--- src/rtl/snap_pkg.sv ---
package snap_pkg;
  typedef enum logic [0:0] {
    ST_IDLE = 1'b0,
    ST_AVG  = 1'b1
  } avg_state_e;
endpackage

--- src/rtl/snap_trig.sv ---
module snap_trig #(
  parameter int LEN_W = 5,
  parameter int IVW   = 8
) (
  input  logic             clk,
  input  logic             rst_n,
  input  logic             run,
  input  logic             in_valid,
  input  logic [LEN_W-1:0] seq_len,
  input  logic [IVW-1:0]   intv_per,
  output logic             trig
);
  localparam int CNT_W = LEN_W + IVW;

  logic [CNT_W-1:0] cnt;
  logic [CNT_W-1:0] lim;

  assign lim  = CNT_W'(intv_per) * CNT_W'(seq_len) - CNT_W'(1);
  assign trig = run & in_valid & (cnt == '0);

  always_ff @(posedge clk) begin
    if (!rst_n || !run) cnt <= '0;
    else if (in_valid)  cnt <= (cnt == lim) ? '0 : cnt + CNT_W'(1);
  end


  cnt_range_chk: assert property (@(posedge clk) disable iff (!rst_n)
    run |-> (cnt <= lim));
endmodule

--- src/rtl/snap_accum.sv ---
module snap_accum
  import snap_pkg::*;
#(
  parameter int SW      = 8,
  parameter int MAX_LEN = 16,
  parameter int LEN_W   = 5,
  parameter int MAX_LOG = 3,
  parameter int KW      = 2,
  parameter int CW      = 16,
  localparam int IDX_W  = (MAX_LEN > 1) ? $clog2(MAX_LEN) : 1
) (
  input  logic                 clk,
  input  logic                 rst_n,
  input  logic                 trig,
  input  logic                 halt,
  input  logic                 in_valid,
  input  logic signed [SW-1:0] in_i,
  input  logic signed [SW-1:0] in_q,
  input  logic [LEN_W-1:0]     seq_len,
  input  logic [KW-1:0]        avg_log2,
  output logic                 start_o,
  output logic                 o_valid,
  output logic [IDX_W-1:0]     o_idx,
  output logic signed [SW-1:0] o_i,
  output logic signed [SW-1:0] o_q,
  output logic                 o_last,
  output logic [CW-1:0]        ovr_cnt
);
  localparam int ACC_W = SW + MAX_LOG + 1;
  localparam int PER_W = MAX_LOG + 1;

  avg_state_e st;
  logic [IDX_W-1:0] idx, cur_idx;
  logic [PER_W-1:0] per, cur_per, per_lim;
  logic signed [ACC_W-1:0] acc_i [MAX_LEN];
  logic signed [ACC_W-1:0] acc_q [MAX_LEN];
  logic signed [ACC_W-1:0] sum_i, sum_q, rnd, avg_i, avg_q;
  logic start, take, last_per, end_idx;

  assign start    = trig & (st == ST_IDLE) & ~halt;
  assign take     = in_valid & (start | (st == ST_AVG));
  assign cur_idx  = start ? '0 : idx;
  assign cur_per  = start ? '0 : per;
  assign per_lim  = ~({PER_W{1'b1}} << avg_log2);
  assign last_per = (cur_per == per_lim);
  assign end_idx  = (LEN_W'(cur_idx) == seq_len - LEN_W'(1));
  assign start_o  = start;

  // first period overwrites, later periods add
  assign sum_i = ((cur_per == '0) ? '0 : acc_i[cur_idx]) + ACC_W'(in_i);
  assign sum_q = ((cur_per == '0) ? '0 : acc_q[cur_idx]) + ACC_W'(in_q);
  assign rnd   = (avg_log2 == '0) ? '0 : (ACC_W'(1) << (avg_log2 - KW'(1)));
  assign avg_i = (sum_i + rnd) >>> avg_log2;
  assign avg_q = (sum_q + rnd) >>> avg_log2;

  always_ff @(posedge clk) begin
    if (take) begin
      acc_i[cur_idx] <= sum_i;
      acc_q[cur_idx] <= sum_q;
    end
  end

  always_ff @(posedge clk) begin
    if (!rst_n) begin
      st      <= ST_IDLE;
      idx     <= '0;
      per     <= '0;
      o_valid <= 1'b0;
      o_last  <= 1'b0;
      o_idx   <= '0;
      o_i     <= '0;
      o_q     <= '0;
      ovr_cnt <= '0;
    end else begin
      o_valid <= take & last_per;
      o_last  <= take & last_per & end_idx;
      if (take) begin
        o_idx <= cur_idx;
        o_i   <= avg_i[SW-1:0];
        o_q   <= avg_q[SW-1:0];
        if (end_idx) begin
          idx <= '0;
          if (last_per) begin
            st  <= ST_IDLE;
            per <= '0;
          end else begin
            st  <= ST_AVG;
            per <= cur_per + PER_W'(1);
          end
        end else begin
          st  <= ST_AVG;
          idx <= cur_idx + IDX_W'(1);
          per <= cur_per;
        end
      end
      if (trig && st == ST_AVG) ovr_cnt <= ovr_cnt + CW'(1);
    end
  end


  ovr_src_chk: assert property (@(posedge clk) disable iff (!rst_n)
    !$stable(ovr_cnt) |-> $past(trig && st == ST_AVG));

  per_range_chk: assert property (@(posedge clk) disable iff (!rst_n)
    (st == ST_AVG) |-> (per <= per_lim));
endmodule

--- src/rtl/snap_store.sv ---
module snap_store #(
  parameter int SW     = 8,
  parameter int LEN_W  = 5,
  parameter int IDX_W  = 4,
  parameter int DEPTH  = 64,
  parameter int AW_MEM = 6,
  parameter int CW     = 16
) (
  input  logic                  clk,
  input  logic                  rst_n,
  input  logic                  start,
  input  logic [LEN_W-1:0]      seq_len,
  input  logic                  o_valid,
  input  logic [IDX_W-1:0]      o_idx,
  input  logic signed [SW-1:0]  o_i,
  input  logic signed [SW-1:0]  o_q,
  input  logic                  o_last,
  output logic                  no_room,
  output logic                  wr_valid,
  output logic [AW_MEM-1:0]     wr_addr,
  output logic signed [SW-1:0]  wr_i,
  output logic signed [SW-1:0]  wr_q,
  output logic                  snap_done,
  output logic [CW-1:0]         snap_cnt,
  output logic                  full
);
  localparam int BASE_W = $clog2(DEPTH + 1);
  localparam int CMP_W  = ((BASE_W > LEN_W) ? BASE_W : LEN_W) + 1;

  logic [BASE_W-1:0] free_ptr, wbase;

  assign no_room   = (CMP_W'(free_ptr) + CMP_W'(seq_len)) > CMP_W'(DEPTH);
  assign wr_valid  = o_valid;
  assign wr_addr   = AW_MEM'(wbase + BASE_W'(o_idx));
  assign wr_i      = o_i;
  assign wr_q      = o_q;
  assign snap_done = o_last;

  always_ff @(posedge clk) begin
    if (!rst_n) begin
      free_ptr <= '0;
      wbase    <= '0;
      snap_cnt <= '0;
      full     <= 1'b0;
    end else begin
      if (start) begin
        wbase    <= free_ptr;
        free_ptr <= free_ptr + BASE_W'(seq_len);
      end
      if (o_last) begin
        snap_cnt <= snap_cnt + CW'(1);
        if (no_room) full <= 1'b1;
      end
    end
  end


  addr_in_range_chk: assert property (@(posedge clk) disable iff (!rst_n)
    wr_valid |-> (CMP_W'(wbase) + CMP_W'(o_idx) < CMP_W'(DEPTH)));

  full_sticky_chk: assert property (@(posedge clk) disable iff (!rst_n)
    full |=> full);

  no_write_full_chk: assert property (@(posedge clk) disable iff (!rst_n)
    full |-> !wr_valid);

  cnt_step_chk: assert property (@(posedge clk) disable iff (!rst_n)
    !$stable(snap_cnt) |-> $past(snap_done && wr_valid));
endmodule

--- src/rtl/snap_avg.sv ---
module snap_avg #(
  parameter int SW      = 8,
  parameter int MAX_LEN = 16,
  parameter int IVW     = 8,
  parameter int MAX_LOG = 3,
  parameter int DEPTH   = 64,
  parameter int CW      = 16,
  localparam int LEN_W  = $clog2(MAX_LEN + 1),
  localparam int KW     = $clog2(MAX_LOG + 1),
  localparam int AW_MEM = $clog2(DEPTH),
  localparam int IDX_W  = (MAX_LEN > 1) ? $clog2(MAX_LEN) : 1
) (
  input  logic                 clk,
  input  logic                 rst_n,
  input  logic                 run,
  input  logic [LEN_W-1:0]     seq_len,
  input  logic [IVW-1:0]       intv_per,
  input  logic [KW-1:0]        avg_log2,
  input  logic                 in_valid,
  input  logic signed [SW-1:0] in_i,
  input  logic signed [SW-1:0] in_q,
  output logic                 trig,
  output logic                 wr_valid,
  output logic [AW_MEM-1:0]    wr_addr,
  output logic signed [SW-1:0] wr_i,
  output logic signed [SW-1:0] wr_q,
  output logic                 snap_done,
  output logic [CW-1:0]        snap_cnt,
  output logic [CW-1:0]        ovr_cnt,
  output logic                 mem_full
);
  logic                 start, no_room, a_valid, a_last;
  logic [IDX_W-1:0]     a_idx;
  logic signed [SW-1:0] a_i, a_q;

  snap_trig #(.LEN_W(LEN_W), .IVW(IVW)) u_trig (
    .clk(clk), .rst_n(rst_n), .run(run), .in_valid(in_valid),
    .seq_len(seq_len), .intv_per(intv_per), .trig(trig)
  );

  snap_accum #(.SW(SW), .MAX_LEN(MAX_LEN), .LEN_W(LEN_W), .MAX_LOG(MAX_LOG),
               .KW(KW), .CW(CW)) u_accum (
    .clk(clk), .rst_n(rst_n), .trig(trig), .halt(no_room),
    .in_valid(in_valid), .in_i(in_i), .in_q(in_q),
    .seq_len(seq_len), .avg_log2(avg_log2), .start_o(start),
    .o_valid(a_valid), .o_idx(a_idx), .o_i(a_i), .o_q(a_q),
    .o_last(a_last), .ovr_cnt(ovr_cnt)
  );

  snap_store #(.SW(SW), .LEN_W(LEN_W), .IDX_W(IDX_W), .DEPTH(DEPTH),
               .AW_MEM(AW_MEM), .CW(CW)) u_store (
    .clk(clk), .rst_n(rst_n), .start(start), .seq_len(seq_len),
    .o_valid(a_valid), .o_idx(a_idx), .o_i(a_i), .o_q(a_q), .o_last(a_last),
    .no_room(no_room), .wr_valid(wr_valid), .wr_addr(wr_addr),
    .wr_i(wr_i), .wr_q(wr_q), .snap_done(snap_done),
    .snap_cnt(snap_cnt), .full(mem_full)
  );
endmodule

--- config.mk ---
export PLATFORM = sky130hd
export DESIGN_NAME = snap_avg
export DESIGN_NICKNAME = d
export VERILOG_FILES = /design/src/rtl/snap_pkg.sv /design/src/rtl/snap_trig.sv /design/src/rtl/snap_accum.sv /design/src/rtl/snap_store.sv /design/src/rtl/snap_avg.sv
export SDC_FILE = /design/constraint.sdc
export NUM_CORES = 1
export LEC_CHECK = 0
export ABC_AREA = 1
export BUFFER_PORTS_ARGS = -buffer_cell sky130_fd_sc_hd__clkbuf_2
export CELL_PAD_IN_SITES_DETAIL_PLACEMENT = 2
export CELL_PAD_IN_SITES_GLOBAL_PLACEMENT = 2
export CORE_MARGIN = 5
export CORE_UTILIZATION = 41
export CTS_CLUSTER_SIZE = 24
export DETAILED_ROUTE_END_ITERATION = 8
export HOLD_SLACK_MARGIN = 0.02
export PLACE_DENSITY = 0.82
export SETUP_SLACK_MARGIN = 0.2
export SLEW_MARGIN = 0
export SYNTH_ARGS = -nofsm -noshare
export SYNTH_HDL_FRONTEND = slang
export SYNTH_SLANG_ARGS = --single-unit
--- constraint.sdc ---
create_clock -name clk -period 8.9 [get_ports clk]
set_input_delay 1.335 -clock clk [delete_from_list [all_inputs] [get_ports clk]]
set_output_delay 1.335 -clock clk [all_outputs]
set_load 0.05 [all_outputs]
==> results of run 1 <==
[worst max-delay path: cells and delay by family]
kind | cells | cell delay [ns]
buf+inv | 5 | 1.10
compound gates | 4 | 0.70
xor+xnor | 1 | 0.13
fa+ha+maj | 5 | 2.10
simple gates | 19 | 2.76
[final cells by class]
type                    instances  area [um2]  area share [%]
clock buffers                  52        1190            4.91
clock inverters                36         312            1.28
inverters                     214         803            3.30
multi-input cells            1370        8020            32.9
flip-flops and latches        442       12400            50.9
well taps                     688         861            3.54
repair buffers                130         771            3.17
[through the flow]
stage | power (uW) | utilization (%) | instance area [um2] | cells
floorplan | 2850 | - | 21600 | 2123
global placement | 3020 | 43.6 | 22800 | 2844
detailed placement | 3060 | 43.6 | 22800 | 2844
CTS | 5030 | 46.5 | 24300 | 2932
global route | 5200 | 46.5 | 24300 | 2932
finish | 4980 | 46.5 | 24300 | 2932
[synth_stat cells, types with 4 or more instances]
cell | instances | share of area (%)
a22oi_1 | 16 | 0.56
nor4_1 | 5 | 0.14
nand2_1 | 427 | 7.4
buf_6 | 6 | 0.31
o21ai_0 | 89 | 2.1
clkbuf_1 | 50 | 0.87
nor2_1 | 171 | 3.0
nand2_2 | 6 | 0.17
dfxtp_1 | 90 | 8.3
inv_1 | 205 | 3.6
a221oi_2 | 4 | 0.28
xnor2_1 | 19 | 0.77
a32oi_1 | 43 | 1.7
nand4_1 | 14 | 0.41
o21ai_1 | 4 | 0.093
o221ai_1 | 27 | 1.1
or2_2 | 4 | 0.12
a211oi_1 | 11 | 0.38
buf_4 | 10 | 0.35
inv_2 | 5 | 0.087
edfxtp_1 | 352 | 49
a311oi_1 | 8 | 0.32
fa_1 | 27 | 2.5
ha_1 | 73 | 4.2
o22ai_1 | 9 | 0.26
nand3_1 | 99 | 2.3
buf_2 | 29 | 0.67
o211ai_1 | 10 | 0.35
clkinv_1 | 4 | 0.069
a21oi_1 | 150 | 3.5
a31oi_1 | 8 | 0.23
xor2_1 | 47 | 1.9
nor3_1 | 57 | 1.3
[layer usage]
layer / vias to the layer above / GRT usage (%) / share of wire [%]
met5: - / 0 / 0
met4: 0 / 9.91 / 4.1
met3: 150 / 3.13 / 4.0
met2: 422 / 46.0 / 52
met1: 8763 / 31.1 / 40
li1: 7582 / - / -
[state kept, by name, indices dropped and copies added, names as in the netlist, 4 cells and up]
signal,cells
u_store.free_ptr,7
u_accum.acc_q,176
u_accum.ovr_cnt,16
u_accum.o_i,8
u_store.wbase,6
u_accum.idx,4
u_accum.o_idx,4
u_accum.per,4
u_accum.acc_i,176
u_store.snap_cnt,16
u_trig.cnt,13
u_accum.o_q,8
[how the worst max path moves through the flow]
| stage | end | slack, ns | depth (start not counted) |
|---|---|---|---|
| 2_1_floorplan | u_accum.o_q[4]$_SDFFE_PN0P_ | 1.99 | 36 |
| 3_3_place_gp | u_accum.o_i[7]$_SDFFE_PN0P_ | 1.04 | 35 |
| 3_5_place_dp | u_accum.o_i[7]$_SDFFE_PN0P_ | 0.65 | 34 |
| 4_1_cts | u_accum.o_i[7]$_SDFFE_PN0P_ | 1.13 | 34 |
| 5_1_grt | u_accum.o_i[7]$_SDFFE_PN0P_ | 0.67 | 40 |
| 6_report | u_accum.o_i[7]$_SDFFE_PN0P_ | 1.12 | 34 |
[power groups by stage]
stage          Sequential [uW]  Clock (uW)  Combinational (uW)
2_1_floorplan             2330           0                 513
3_3_place_gp              2320           0                 700
3_5_place_dp              2320           0                 742
4_1_cts                   2280        2000                 754
5_1_grt                   2280        2100                 828
6_report                  2280        1960                 745
[logic make-up (layout without fill, tap and decap cells)]
kind of cell / count (synthesis) / after routing
xor+xnor: 66 / 66
mux: 2 / 2
simple gates: 799 / 799
fa+ha+maj: 100 / 100
compound gates: 401 / 401
other cells: 1 / 2
flops: 442 / 442
buf+inv: 311 / 432
==> flow_summary.toml, run 1 <==
[power]
pwr_density_cell_nw_per_um2 = 205
power.share.clock_pct = 39.3
switching_power_uw = 1380
power_frac_comb_pct = 14.9
p_sw_share_pct = 27.6
power.sequential.fraction_pct = 45.7
vdd_drop_max_mv = 0.251
total_leakage_power_uw = 0.00951
internal_power_uw = 3610

[clock_network]
ctsHoldBuffers = 0
clk_pin_slew_ns = 0.06
clock_path_buffers = 3
numCtsBuffers = 47
post_cts.repair.setup_buffers = 0
clk_latency_ns = 0.59
cts_max_level = 2
cts_tree = "built"
cts_repair_resize_count = 0
clock-root-buffer = "clkbuf_16"
cts.sinks = 442

[floorplan]
die_w_um = 240
pin_count = 93
placementRows = 84
die_area_um2 = 57400
initial_cell_density_of_the_core_pct = 41.3
die_y_um = 240
design.core.area_um2 = 52300

[synthesis]
fraction_of_the_mapped_netlist_area_in_adder_cells_pct = 6.73
netlist_area_um2 = 21600
main_flop_type_after_synthesis = "edfxtp_1"
postSynthCellCount = 2122
syn_area_per_cell_um2 = 10.2
synth_compound_gate_area_share_pct = 11.7
async_flop_share_pct = 0
yosys_warnings = 0
post_synth_and_or_nand_nor_area_fraction_pct = 15.6
synth_top_family_by_area = "simple AND/OR/NAND/NOR gates"
yosys_register_bits = 442
post_synth_xor_area_fraction_pct = 2.67
post_synth_mux_area_share_pct = 0.0926
synth.lib_cells_used.distinct = 61
synth_edf_count = 352
synth.yosys.seq_area_share_pct = 57.2

[setup_path]
cp-start-kind = "input pin"
worstReg2RegEnd = "u_accum.o_i[7]$_SDFFE_PN0P_"
criticalPathCategory = "in2reg"
setup.worst_path.end_class = "register"
rrSetupSlack_ns = 1.85
cpMaxStageDelayCell = "fa_1"
reg2reg_from = "u_store.free_ptr[0]$_SDFFE_PN0P_"
worst_ep_required_time_ns = 9.42
cpPeakStageDelay_ns = 0.55
biggest_fanout_along_the_worst_timing_path = 92
path_common_cell = "nand2_1"
reg2reg_depth = 33
worstSetupStartpoint = "seq_len[0]"
cp_data_arrival_time_ns = 8.30

[place]
place.gp.congestion = 0.886
portBuffers = 92
preCtsSetupSlack_ns = 0.650
place_hpwl_um = 49200

[worst_hold_path]
hold_path_end = "u_accum.ovr_cnt[15]$_SDFFE_PN0P_"
holdCritPathClass = "reg2reg"
hold_depth = 1
hp-start = "u_accum.ovr_cnt[15]$_SDFFE_PN0P_"

[timing]
finalHoldViolCount = 0
slew_headroom_pct = 20.1
min_period_ns = 7.78
timing.setup.tns_ns = 0
setup_ws_ns = 1.12
unrepaired_setup_endpoints_after_global_routing = "false"
worst_hold_slack_ns = 0.455
tightest_slew_ns = 1.20
clock.fmax_mhz = 128
timing.final.setup_violations = 0
final_max_slew_viol_count = 0
worst_clock_skew_ns = 0.0224
final.period_utilization_pct = 87.5

[final_layout]
area_delta_synth_final_pct = 12.6
final_common_cell = "nand2_1"
mostFrequentLayoutCells = "427 x nand2_1, 352 x edfxtp_1, 205 x inv_1"
insertedDiodeCount = 0
ratio_of_cells_with_drive_above_1_in_the_final_layout_pct = 11.0
final_net_count = 2340
n_fill_cell = 5412

[job]
max_cap_viol_count = 0

[global_routing]
initial_antenna_violation_count = 0
vias_in_the_first_global_route = 18500
grt_overflow_total = 0
global_route_wire_length_before_repair_um = 112000
grt_max_degree = 93
gr-usage-all-layers_pct = 25.5

[drt]
dr.pass1.iters = 5
drc = 0
drt-wirelength-per-cell_um = 25.3
antenna_left = 0
drt-initial-drc-count = 1165
totalWireLength_um = 74100
vias = 16900
route.detailed.vias_per_inst = 5.77

[outcome]
outcome = "complete, no violations"
Power figures use the tool's default switching activity.
==> run 2, diff against run 1 <==
Settings changed: PLACE_DENSITY 0.82 to 0.83, SYNTH_HIERARCHICAL set to 1.
==> run 2 against run 1 <==
Against the previous run: setup slack worse by 0.32 ns; via count grew 3.6%; non-clock buffer count increased by 11; largest cell class unchanged; largest power group unchanged; synthesized cell count increased by 4.0%.
==> flow_summary.toml, run 2 <==
[outcome]
outcome = "complete, no violations"

[final_layout]
n_fill_cell = 5550
ratio_of_cells_with_drive_above_1_in_the_final_layout_pct = 12.8
mostFrequentLayoutCells = "531 x nand2_1, 352 x edfxtp_1, 191 x inv_1"
insertedDiodeCount = 0
biggest_regs = "u_accum/acc_i (176), u_accum/acc_q (176)"
instances_no_fill = 3011
final_common_cell = "nand2_1"
layout.core_utilization_pct = 46.9
area.sequential_um2 = 12400
final_net_count = 2418
area_delta_synth_final_pct = 12.8
multiInputGateArea_um2 = 8350

[clock_network]
ctsHoldBuffers = 0
clock_path_buffers = 3
clk_pin_slew_ns = 0.06
cts_tree = "built"
cts_max_level = 2
clk_latency_ns = 0.62
clock-root-buffer = "clkbuf_16"
cts.sinks = 442
numCtsBuffers = 49

[drt]
totalWireLength_um = 79600
drt-wirelength-per-cell_um = 26.4
routed.top_layer = "met4"
wl_met3_um = 4760
dr.pass1.iters = 7
route.detailed.vias_per_inst = 5.82
antenna_left = 0
drc = 0
drt-initial-drc-count = 1303
detail_route.wirelength.met1_um = 30200
vias = 17500
routed-wl-met2_um = 40800

[power]
vdd_drop_max_mv = 0.135
p_sw_share_pct = 29.2
pwr_density_cell_nw_per_um2 = 212
internal_power_uw = 3730
power.sequential.fraction_pct = 43.4
power.share.clock_pct = 39.8
total_leakage_power_uw = 0.00995
power_frac_comb_pct = 16.8
switching_power_uw = 1540

[global_routing]
grt_max_degree = 75
initial_antenna_violation_count = 0
gr-usage-all-layers_pct = 26.5
vias_in_the_first_global_route = 19700
global_route_wire_length_before_repair_um = 120000
grt_overflow_total = 0

[setup_path]
setup.worst_path.end_class = "register"
worst_ep_required_time_ns = 9.40
cpMaxStageDelayCell = "inv_1"
biggest_fanout_along_the_worst_timing_path = 60
cp_data_arrival_time_ns = 8.60
path_common_cell = "nand2_1"
rrSetupSlack_ns = 1.48
cp-start-kind = "input pin"
cpPeakStageDelay_ns = 0.58
criticalPathCategory = "in2reg"

[place]
place.gp.congestion = 0.828
place.detailed.instances = 2920
portBuffers = 92
place_hpwl_um = 52300

[timing]
min_period_ns = 8.10
finalHoldViolCount = 0
slew_headroom_pct = 30.0
final_max_slew_viol_count = 0
clock.fmax_mhz = 123
worst_clock_skew_ns = 0.0302
final.period_utilization_pct = 91.0
timing.final.setup_violations = 0
unrepaired_setup_endpoints_after_global_routing = "false"
tightest_slew_ns = 1.05
timing.setup.tns_ns = 0

[synthesis]
synth_top_cells_by_area = "edfxtp_1 48%, nand2_1 9.1%, dfxtp_1 8.2%, ha_1 4.2%, inv_1 3.3%"
syn_area_per_cell_um2 = 9.97
yosys_register_bits = 442
netlist.area_leader.share_pct = 48.1
synthMostInstantiatedCell = "nand2_1"
yosys_warnings = 6
postSynthCellCount = 2207
main_flop_type_after_synthesis = "edfxtp_1"
synth.top_cells.by_count = "532 x nand2_1, 352 x edfxtp_1, 192 x inv_1"
async_flop_share_pct = 0
synth.yosys.seq_area_share_pct = 56.3
synth.lib_cells_used.distinct = 56
netlist_area_um2 = 22000
synth_edf_count = 352
largest_area_contributor_in_the_synthesized_netlist = "edfxtp_1"

[floorplan]
initial_cell_density_of_the_core_pct = 41.6
die_area_um2 = 58400
die_w_um = 242
design.core.area_um2 = 52900
die_y_um = 242
placementRows = 84
pin_count = 93

[job]
max_cap_viol_count = 0

[worst_hold_path]
holdCritPathClass = "reg2reg"
## run 2: cell types whose count changed after synthesis, moves of 12 or more
cell,change
o21ai_0,-18
nand2_1,+105
nor3_1,-41
inv_1,-13
clkbuf_1,+14
xor2_1,-15
a32oi_1,+17
nand3b_1,+12
o211ai_1,+18
## run 2: cell type report
type | instances | area share [%]
Timing Repair Buffer | 141 | 3.44
Tap cell | 688 | 3.47
Inverter | 200 | 3.03
Clock buffer | 57 | 5.14
Multi-Input combinational cell | 1449 | 33.6
Clock inverter | 34 | 1.43
Sequential cell | 442 | 49.9
## run 2: path summary, 6_finish.rpt
check | depth (start not counted) | from | end
setup reg to reg | 33 | u_store/free_ptr[0]$_SDFFE_PN0P_ | u_accum/o_i[6]$_SDFFE_PN0P_
setup / recovery | 34 | seq_len[0] | u_accum/o_i[6]$_SDFFE_PN0P_
hold reg to reg | 2 | u_store/full$_SDFFE_PN0P_ | u_store/full$_SDFFE_PN0P_
hold / removal | 2 | u_store/full$_SDFFE_PN0P_ | u_store/full$_SDFFE_PN0P_
## run 2: worst max-delay path, delay by kind of cell
family | cells | cell delay, ns
buf+inv | 6 | 1.60
simple gates | 18 | 2.88
compound gates | 7 | 1.46
fa+ha+maj | 3 | 1.20
## run 2: through the flow
step | setup WS (ns) | power, uW | hold slack [ns] | area (um2)
6_report | 0.799 | 5270 | 0.460 | 24800
5_1_grt | 0.385 | 5500 | 0.497 | 24800
4_1_cts | 0.694 | 5300 | 0.467 | 24800
3_5_place_dp | 0.190 | 3210 | 0.456 | 23200
3_3_place_gp | 0.609 | 3140 | 0.440 | 23200
2_1_floorplan | 1.53 | 2920 | 0.444 | 22000
## run 2: layer usage
metal	up-vias	global-route usage, %
met2	602	48.3
met3	208	4.63
li1	7813	-
met1	8906	30.8
met5	-	0
met4	0	11.1
## run 2: logic make-up (layout without fill, tap and decap cells)
| logic type | Yosys count | count (layout) | share of synthesized area [%] |
|---|---|---|---|
| multiplexers | 2 | 2 | 0.0910 |
| flip-flops | 442 | 442 | 56.3 |
| buffers and inverters | 317 | 432 | 6.10 |
| adder cells (fa/ha/maj) | 100 | 100 | 6.61 |
| XOR/XNOR | 44 | 44 | 1.84 |
| other | 1 | 2 | 0.0171 |
| AO/OA/AOI/OAI | 390 | 390 | 11.2 |
| AND/OR/NAND/NOR | 911 | 911 | 17.9 |
## run 2: repair_timing
action | in CTS | in global routing
endpoints found under the setup margin | 0 | 6
gates resized for setup | 0 | 2
buffers inserted | 0 | 0
## run 2: power groups by stage
stage | registers, uW | clock network [uW] | logic, uW
after floorplan | 2320 | 0 | 603
after global placement | 2330 | 0 | 815
after detailed placement | 2330 | 0 | 874
after CTS | 2290 | 2130 | 886
after global routing | 2290 | 2230 | 973
final | 2290 | 2090 | 884
